--- src/rtl/msq_pkg.sv ---
package msq_pkg;
  typedef enum logic [1:0] {
    ST_IDLE = 2'd0,
    ST_FIRE = 2'd1,
    ST_HOLD = 2'd2,
    ST_GAP  = 2'd3
  } msq_state_e;
endpackage

--- src/rtl/msq_tick_gen.sv ---
module msq_tick_gen #(
  parameter int PU_W       = 10,
  parameter int TICK_SHIFT = 8
) (
  input  logic            clk,
  input  logic            rst_n,
  input  logic            run,
  input  logic [PU_W-1:0] unit,
  output logic            tick
);
  localparam int CW = PU_W + TICK_SHIFT;

  logic [CW-1:0]   cnt_q, cnt_d, limit;
  logic [PU_W-1:0] unit_eff;

  always_comb begin
    unit_eff = (unit == '0) ? PU_W'(1) : unit;
    limit    = (CW'(unit_eff) << TICK_SHIFT) - CW'(1);
    tick     = run && (cnt_q >= limit);
  end

  always_comb begin
    if (!run || tick) cnt_d = '0;
    else              cnt_d = cnt_q + CW'(1);
  end

  always_ff @(posedge clk or negedge rst_n) begin
    if (!rst_n) cnt_q <= '0;
    else        cnt_q <= cnt_d;
  end


  tick_restart_chk: assert property (@(posedge clk) disable iff (!rst_n)
    (tick && limit != '0) |=> (cnt_q == '0));

endmodule

--- src/rtl/msq_gap_cnt.sv ---
module msq_gap_cnt #(
  parameter int IV_W = 10
) (
  input  logic            clk,
  input  logic            rst_n,
  input  logic            load,
  input  logic [IV_W-1:0] load_val,
  input  logic            tick,
  output logic            busy,
  output logic            expire
);
  logic [IV_W-1:0] rem_q, rem_d;

  always_comb begin
    busy   = (rem_q != '0);
    expire = tick && (rem_q == IV_W'(1));
    if (load)              rem_d = load_val;
    else if (tick && busy) rem_d = rem_q - IV_W'(1);
    else                   rem_d = rem_q;
  end

  always_ff @(posedge clk or negedge rst_n) begin
    if (!rst_n) rem_q <= '0;
    else        rem_q <= rem_d;
  end


  load_vs_expire_chk: assert property (@(posedge clk) disable iff (!rst_n)
    load |-> !expire);

endmodule

--- src/rtl/msq_pick.sv ---
module msq_pick #(
  parameter int N     = 4,
  parameter int IDX_W = 2
) (
  input  logic [N-1:0]     req,
  output logic             found,
  output logic [IDX_W-1:0] idx
);
  always_comb begin
    found = 1'b0;
    idx   = '0;
    for (int i = N - 1; i >= 0; i--) begin
      if (req[i]) begin
        found = 1'b1;
        idx   = IDX_W'(i);
      end
    end
  end
endmodule

--- src/rtl/msq_sequencer.sv ---
module msq_sequencer
  import msq_pkg::*;
#(
  parameter int NUM_SENS   = 4,
  parameter int PU_W       = 10,
  parameter int IV_W       = 10,
  parameter int SMP_W      = 3,
  parameter int TICK_SHIFT = 8,
  localparam int IDX_W     = (NUM_SENS > 1) ? $clog2(NUM_SENS) : 1
) (
  input  logic                      clk,
  input  logic                      rst_n,
  input  logic [NUM_SENS-1:0]       sens_en,
  input  logic [PU_W-1:0]           unit,
  input  logic [IV_W-1:0]           filt_gap,
  input  logic [IV_W-1:0]           sens_gap,
  input  logic [IV_W-1:0]           round_gap,
  input  logic [NUM_SENS*SMP_W-1:0] smp_cfg,
  input  logic                      adc_done,
  output logic                      adc_start,
  output logic [IDX_W-1:0]          adc_sel
);
  msq_state_e          state_q, state_d;
  logic [IDX_W-1:0]    cur_q, cur_d, pend_sens_q, pend_sens_d;
  logic [SMP_W-1:0]    smp_q, smp_d, pend_smp_q, pend_smp_d;
  logic                pend_grp_q, pend_grp_d;
  logic [NUM_SENS-1:0] map_q, map_d, above;

  logic             next_found, new_found, tick, gap_busy, gap_expire, gap_load;
  logic [IDX_W-1:0] next_idx, new_idx;

  // points of the captured map that lie above the current one
  for (genvar g = 0; g < NUM_SENS; g++) begin : g_above
    assign above[g] = (g > int'(cur_q));
  end

  msq_pick #(.N(NUM_SENS), .IDX_W(IDX_W)) u_pick_next (
    .req(map_q & above), .found(next_found), .idx(next_idx));

  msq_pick #(.N(NUM_SENS), .IDX_W(IDX_W)) u_pick_new (
    .req(sens_en), .found(new_found), .idx(new_idx));

  // sample-count decision for the current point
  logic [SMP_W-1:0] cfg_n, eff_n;
  logic             more;
  always_comb begin
    cfg_n = smp_cfg[cur_q*SMP_W +: SMP_W];
    eff_n = (cfg_n == '0) ? SMP_W'(1) : cfg_n;
    more  = ({1'b0, smp_q} + (SMP_W+1)'(1)) < {1'b0, eff_n};
  end

  // candidate for the next sample once the converter reports done
  logic [IDX_W-1:0] c_sens;
  logic [SMP_W-1:0] c_smp;
  logic             c_grp;
  logic [IV_W-1:0]  c_gap;
  always_comb begin
    if (more) begin
      c_sens = cur_q;    c_smp = smp_q + SMP_W'(1); c_grp = 1'b0; c_gap = filt_gap;
    end else if (next_found) begin
      c_sens = next_idx; c_smp = '0;                c_grp = 1'b0; c_gap = sens_gap;
    end else begin
      c_sens = cur_q;    c_smp = '0;                c_grp = 1'b1; c_gap = round_gap;
    end
  end

  logic             in_hold_done, go_now, d_grp;
  logic [IDX_W-1:0] d_sens;
  logic [SMP_W-1:0] d_smp;
  always_comb begin
    in_hold_done = (state_q == ST_HOLD) && adc_done;
    gap_load     = in_hold_done && (c_gap != '0);
    go_now       = (in_hold_done && (c_gap == '0)) ||
                   ((state_q == ST_GAP) && gap_expire);
    d_grp        = (state_q == ST_HOLD) ? c_grp  : pend_grp_q;
    d_sens       = (state_q == ST_HOLD) ? c_sens : pend_sens_q;
    d_smp        = (state_q == ST_HOLD) ? c_smp  : pend_smp_q;
  end

  msq_tick_gen #(.PU_W(PU_W), .TICK_SHIFT(TICK_SHIFT)) u_tick (
    .clk(clk), .rst_n(rst_n), .run(state_q == ST_GAP), .unit(unit), .tick(tick));

  msq_gap_cnt #(.IV_W(IV_W)) u_gap (
    .clk(clk), .rst_n(rst_n), .load(gap_load), .load_val(c_gap),
    .tick(tick), .busy(gap_busy), .expire(gap_expire));

  // next-state logic
  always_comb begin
    state_d     = state_q;
    cur_d       = cur_q;
    smp_d       = smp_q;
    map_d       = map_q;
    pend_sens_d = pend_sens_q;
    pend_smp_d  = pend_smp_q;
    pend_grp_d  = pend_grp_q;
    unique case (state_q)
      ST_IDLE: begin
        map_d = sens_en;
        if (new_found) begin
          state_d = ST_FIRE;
          cur_d   = new_idx;
          smp_d   = '0;
        end
      end
      ST_FIRE: state_d = ST_HOLD;
      ST_HOLD: begin
        if (adc_done) begin
          pend_sens_d = c_sens;
          pend_smp_d  = c_smp;
          pend_grp_d  = c_grp;
          if (c_gap != '0) state_d = ST_GAP;
        end
      end
      ST_GAP: ;
      default: state_d = ST_IDLE;
    endcase
    if (go_now) begin
      if (d_grp) begin
        map_d = sens_en;
        if (new_found) begin
          state_d = ST_FIRE;
          cur_d   = new_idx;
          smp_d   = '0;
        end else begin
          state_d = ST_IDLE;
        end
      end else begin
        state_d = ST_FIRE;
        cur_d   = d_sens;
        smp_d   = d_smp;
      end
    end
  end

  // state registers
  always_ff @(posedge clk or negedge rst_n) begin
    if (!rst_n) begin
      state_q     <= ST_IDLE;
      cur_q       <= '0;
      smp_q       <= '0;
      map_q       <= '0;
      pend_sens_q <= '0;
      pend_smp_q  <= '0;
      pend_grp_q  <= 1'b0;
    end else begin
      state_q     <= state_d;
      cur_q       <= cur_d;
      smp_q       <= smp_d;
      map_q       <= map_d;
      pend_sens_q <= pend_sens_d;
      pend_smp_q  <= pend_smp_d;
      pend_grp_q  <= pend_grp_d;
    end
  end

  assign adc_start = (state_q == ST_FIRE);
  assign adc_sel   = cur_q;


  start_pulse_chk: assert property (@(posedge clk) disable iff (!rst_n)
    adc_start |=> !adc_start);


  start_enabled_chk: assert property (@(posedge clk) disable iff (!rst_n)
    adc_start |-> map_q[adc_sel]);


  wait_done_chk: assert property (@(posedge clk) disable iff (!rst_n)
    (state_q == ST_HOLD && !adc_done) |=> (state_q == ST_HOLD));


  idle_quiet_chk: assert property (@(posedge clk) disable iff (!rst_n)
    (state_q == ST_IDLE && sens_en == '0) |=> !adc_start);


  map_hold_chk: assert property (@(posedge clk) disable iff (!rst_n)
    (state_q == ST_FIRE) |=> $stable(map_q));


  gap_counting_chk: assert property (@(posedge clk) disable iff (!rst_n)
    (state_q == ST_GAP) |-> gap_busy);

endmodule

--- config.mk ---
export PLATFORM = sky130hd
export DESIGN_NAME = msq_sequencer
export DESIGN_NICKNAME = d
export VERILOG_FILES = /design/src/rtl/msq_pkg.sv /design/src/rtl/msq_tick_gen.sv /design/src/rtl/msq_gap_cnt.sv /design/src/rtl/msq_pick.sv /design/src/rtl/msq_sequencer.sv
export SDC_FILE = /design/constraint.sdc
export NUM_CORES = 1
export LEC_CHECK = 0
export BUFFER_PORTS_ARGS = -buffer_cell sky130_fd_sc_hd__buf_2
export CAP_MARGIN = 10
export CORE_AREA = 3 3 102 84
export DETAILED_ROUTE_END_ITERATION = 12
export DIE_AREA = 0 0 105 87
export HOLD_SLACK_MARGIN = 0.02
export PLACE_DENSITY = 0.71
export SYNTH_ARGS = -nofsm -noshare
export SYNTH_HDL_FRONTEND = slang
export SYNTH_SLANG_ARGS = --single-unit
--- constraint.sdc ---
create_clock -name clk -period 6.1 [get_ports clk]
set_input_delay 0.61 -clock clk [delete_from_list [all_inputs] [get_ports clk]]
set_output_delay 0.61 -clock clk [all_outputs]
set_load 0.01 [all_outputs]
==> summary.log <==
[outcome] status complete, no violations
[synth] post-synth design cell area 0.00339 sq mm
[sta] number of hold-slack violations in the final timing report 0
[synth] #FFs+latches synth 44
[sta] slew at the pin closest to its max-slew limit 1.02 ns
[synth] Warnings, synthesis 0
[sta] f_max 0.292 GHz
[routing] post-route ant nets 0
[worst_setup_path] crit path cell chain buf_2 > nor4_1 > nand2b_1 > nor2_1 > a21o_1 > inv_1 > ha_1 > nand2_1 > xor2_1 > ha_1 > nand4_1 > nor4_1 > o21ai_0 > nand3_1 > and3_1 > mux2i_1 > a22o_1
[worst_setup_path] Worst Path Required 6.30 ns
[routing] DR pass1 iterations 4
[finish] Area growth, synth to finish 14.6%
[worst_setup_path] CP Buf/Inv Count 2
[sta] post-route setup TNS 0 ns
[power] Lkg Pwr 0.00168 uW
[worst_setup_path] Crit-path slowest cell sky130_fd_sc_hd__nor4_1
[placement] final estimated routing congestion in global placement 0.910
[worst_setup_path] kind of critical path in -> reg
[clock_tree] Clock Root Buffer sky130_fd_sc_hd__clkbuf_8
[grt] maximum number of pins on one net before global-route repair 45
[sta] final setup skew 0.00553 ns
[worst_setup_path] Startpoint Class input port
[synth] leading register cell type out of synthesis sky130_fd_sc_hd__dfrtp_1
[clock_tree] clock tree buffer depth 2
[finish] post-layout utilization of the core 51.8%
[clock_tree] TritonCTS clock tree done
[power] power per unit of standard cell area 334 mW/mm^2
[grt] antenna violations before repair 0
[synth] most common cell in the netlist sky130_fd_sc_hd__nor2_1
[worst_setup_path] largest fanout on the critical path 7
[sta] period utilisation layout 56.2%
[routing] wirelength, routed 8380 um
[worst_setup_path] depth of the worst register-to-register path 11
[clock_tree] CTS clk-pin slew, worst paths 0.09 ns
[sta] crit path time final 3.43 ns
[floorplan] Floorplan Core Area 0.00750 sq mm
[synth] mean instance size in the synthesized netlist 8.21 sq um
[worst_setup_path] slack of the worst reg-to-reg path 2.74 ns
[clock_tree] number of buffers created by CTS 5
[synth] fraction of registers with async set/reset 100%
[routing] DRC 0
[synth] fraction of synthesized cell area taken by the top area cell type 32.5%
[run] Max-Cap Viols 0
[synth] cell count after synthesis 413
[floorplan] vertical extent of the die 87 um
[grt] total grt overflow 0
[sta] number of slew-limit violations in the final report 0
[routing] number of DRC markers in iteration 0 165
[synth] sequential-to-total area share from yosys stat 32.5%
[clock_tree] number of buffers inserted to repair setup after CTS 0
[synth] mux cell area share after synthesis 4.25%
[finish] fin nets 550
[synth] synth unique cells 53
[synth] most frequent cells after synthesis sky130_fd_sc_hd__nor2_1, sky130_fd_sc_hd__dfrtp_1, sky130_fd_sc_hd__nand2_1, sky130_fd_sc_hd__nand3_1, sky130_fd_sc_hd__a21oi_1
[grt] global router's overall resource usage 19.4%
[floorplan] Horiz. Die Dim 105 um
[synth] dominant cells by area after synthesis sky130_fd_sc_hd__dfrtp_1, sky130_fd_sc_hd__ha_1, sky130_fd_sc_hd__nor2_1
[synth] number of synthesized flops with an enable pin 0
[worst_hold_path] class of the worst hold path in -> async
[routing] detail-routed net length per standard cell 14.6 um
[floorplan] I/O pins 62
[sta] RSZ-0062 raised after global routing false
[placement] pre-CTS WS 2.38 ns
[floorplan] starting density of the core 45.2%
[finish] n_diodes 0
[synth] post-synthesis compound-gate area fraction 15.8%
[grt] vias in the first global route 3095
[worst_setup_path] CP peak stage delay 0.37 ns
[worst_setup_path] CP endpoint kind flop
[sta] Setup WS post-layout 2.67 ns
[synth] dominant combinational cell family by area after synthesis simple AND/OR/NAND/NOR gates
[synth] simple-gate area share of the yosys netlist 27.3%
[power] worst ir drop on vdd 0.000135 V
[synth] Synthesized Nets 494
[synth] post-synthesis share of cell area spent on xor and xnor gates 8.27%
[placement] number of buffer cells added on primary ports 61
[sta] worst max-slew margin expressed relative to the limit 32.2%
[floorplan] Core Rows 28
[sta] final setup violating endpoints 0
[clock_tree] worst skew pair latency 0.30 ns
[floorplan] die footprint 0.00914 sq mm
[worst_setup_path] kind of cell adding the most delay to the critical path simple AND/OR/NAND/NOR gates
[synth] cell accounting for the most synthesized area sky130_fd_sc_hd__dfrtp_1
[clock_tree] post-cts gate resize count 0
[power] post-route total power 1300 uW
[placement] final HPWL from detailed placement 6580 um
[clock_tree] Sink Count 44
[worst_setup_path] data arrival at the endpoint of the critical path 3.62 ns
[worst_setup_path] endpoint of the lowest-slack register-to-register path state_q[0]$_DFFE_PN0P_
[synth] Post-Synth Adder-Cell Area 8.12%
[routing] routed vias 3141
[grt] global-route wire length before repair 14600 um
[finish] proportion of layout cells with a drive suffix above 1 18.1%
[sta] worst hold slack after final layout 0.477 ns
[clock_tree] H-Tree Depth 2
[routing] average vias per placed instance 5.46
[clock_tree] number of buffers added to fix hold violations after cts 0
-- cell type report --
| cell class | instances | area [sq um] |
|---|---|---|
| clock buffers | 5 | 68.8 |
| flip-flops and latches | 44 | 1100 |
| inverters | 17 | 63.8 |
| clock inverters | 3 | 46.3 |
| repair buffers | 62 | 313 |
| multi-input cells | 339 | 2160 |
| well taps | 105 | 131 |
| fillers | 731 | 3610 |
-- worst max path at each step --
| stage | startpoint | end | slack [ns] | depth (start not counted) |
|---|---|---|---|---|
| 2_1_floorplan | unit[5] | u_gap.rem_q[6]$_DFFE_PN0P_ | 2.82 | 16 |
| 3_3_place_gp | unit[5] | u_gap.rem_q[1]$_DFFE_PN0P_ | 2.50 | 17 |
| 3_5_place_dp | unit[5] | u_tick.cnt_q[2]$_DFF_PN0_ | 2.38 | 16 |
| 4_1_cts | unit[5] | u_tick.cnt_q[2]$_DFF_PN0_ | 2.69 | 16 |
| 5_1_grt | unit[5] | u_tick.cnt_q[6]$_DFF_PN0_ | 2.26 | 16 |
| 6_report | unit[5] | u_gap.rem_q[1]$_DFFE_PN0P_ | 2.67 | 17 |
-- report_power, final --
group	switching [uW]	total, uW	internal [uW]
logic	372	626	254
registers	79.2	440	360
clock network	110	234	123
-- sequential cells by signal, summed over array words and instances, names as in the netlist, named ones only --
register	cells
map_q	3
adc_sel	1
pend_grp_q	1
state_q	2
pend_smp_q	3
u_gap.rem_q	10
pend_sens_q	2
u_tick.cnt_q	18
-- placed cells by master (no fill, tap or decap), types with 9 or more instances in the layout --
cell / instances
sky130_fd_sc_hd__nor3_1: 15
sky130_fd_sc_hd__buf_2: 61
sky130_fd_sc_hd__nor2b_1: 9
sky130_fd_sc_hd__nand3_1: 25
sky130_fd_sc_hd__o21ai_0: 15
sky130_fd_sc_hd__nand2_1: 43
sky130_fd_sc_hd__dfrtp_1: 44
sky130_fd_sc_hd__xnor2_1: 16
sky130_fd_sc_hd__a21oi_1: 23
sky130_fd_sc_hd__a31oi_1: 10
sky130_fd_sc_hd__ha_1: 22
sky130_fd_sc_hd__xor2_1: 16
sky130_fd_sc_hd__nor2_1: 67
sky130_fd_sc_hd__inv_1: 17
-- cells by family after synthesis --
| group | count (synthesis) |
|---|---|
| muxes | 10 |
| AOI/OAI and AO/OA | 78 |
| DFF | 44 |
| adders and majority gates | 22 |
| buffers and inverters | 30 |
| and+or+nand+nor | 197 |
| xor gates and xnor gates | 32 |
-- per-stage QoR --
stage | instances | instance area (sq um)
2_1_floorplan | 413 | 3390
3_3_place_gp | 567 | 3770
3_5_place_dp | 567 | 3770
4_1_cts | 575 | 3880
5_1_grt | 575 | 3880
6_report | 575 | 3880
-- metal layers --
layer | wire length (um) | GRT usage [%]
met1 | 4230 | 27.3
met3 | 375 | 2.89
met5 | 0 | 0
met4 | 90 | 4.53
met2 | 3680 | 31.7
-- worst register-to-register path, delay by kind of cell (launching register included) --
kind	cells	cell delay, ns
mux	2	0.89
simple gates	3	0.67
buf+inv	2	0.34
flops	1	0.59
compound gates	3	0.55
fa+ha+maj	1	0.22
Power figures use the tool's default switching activity.
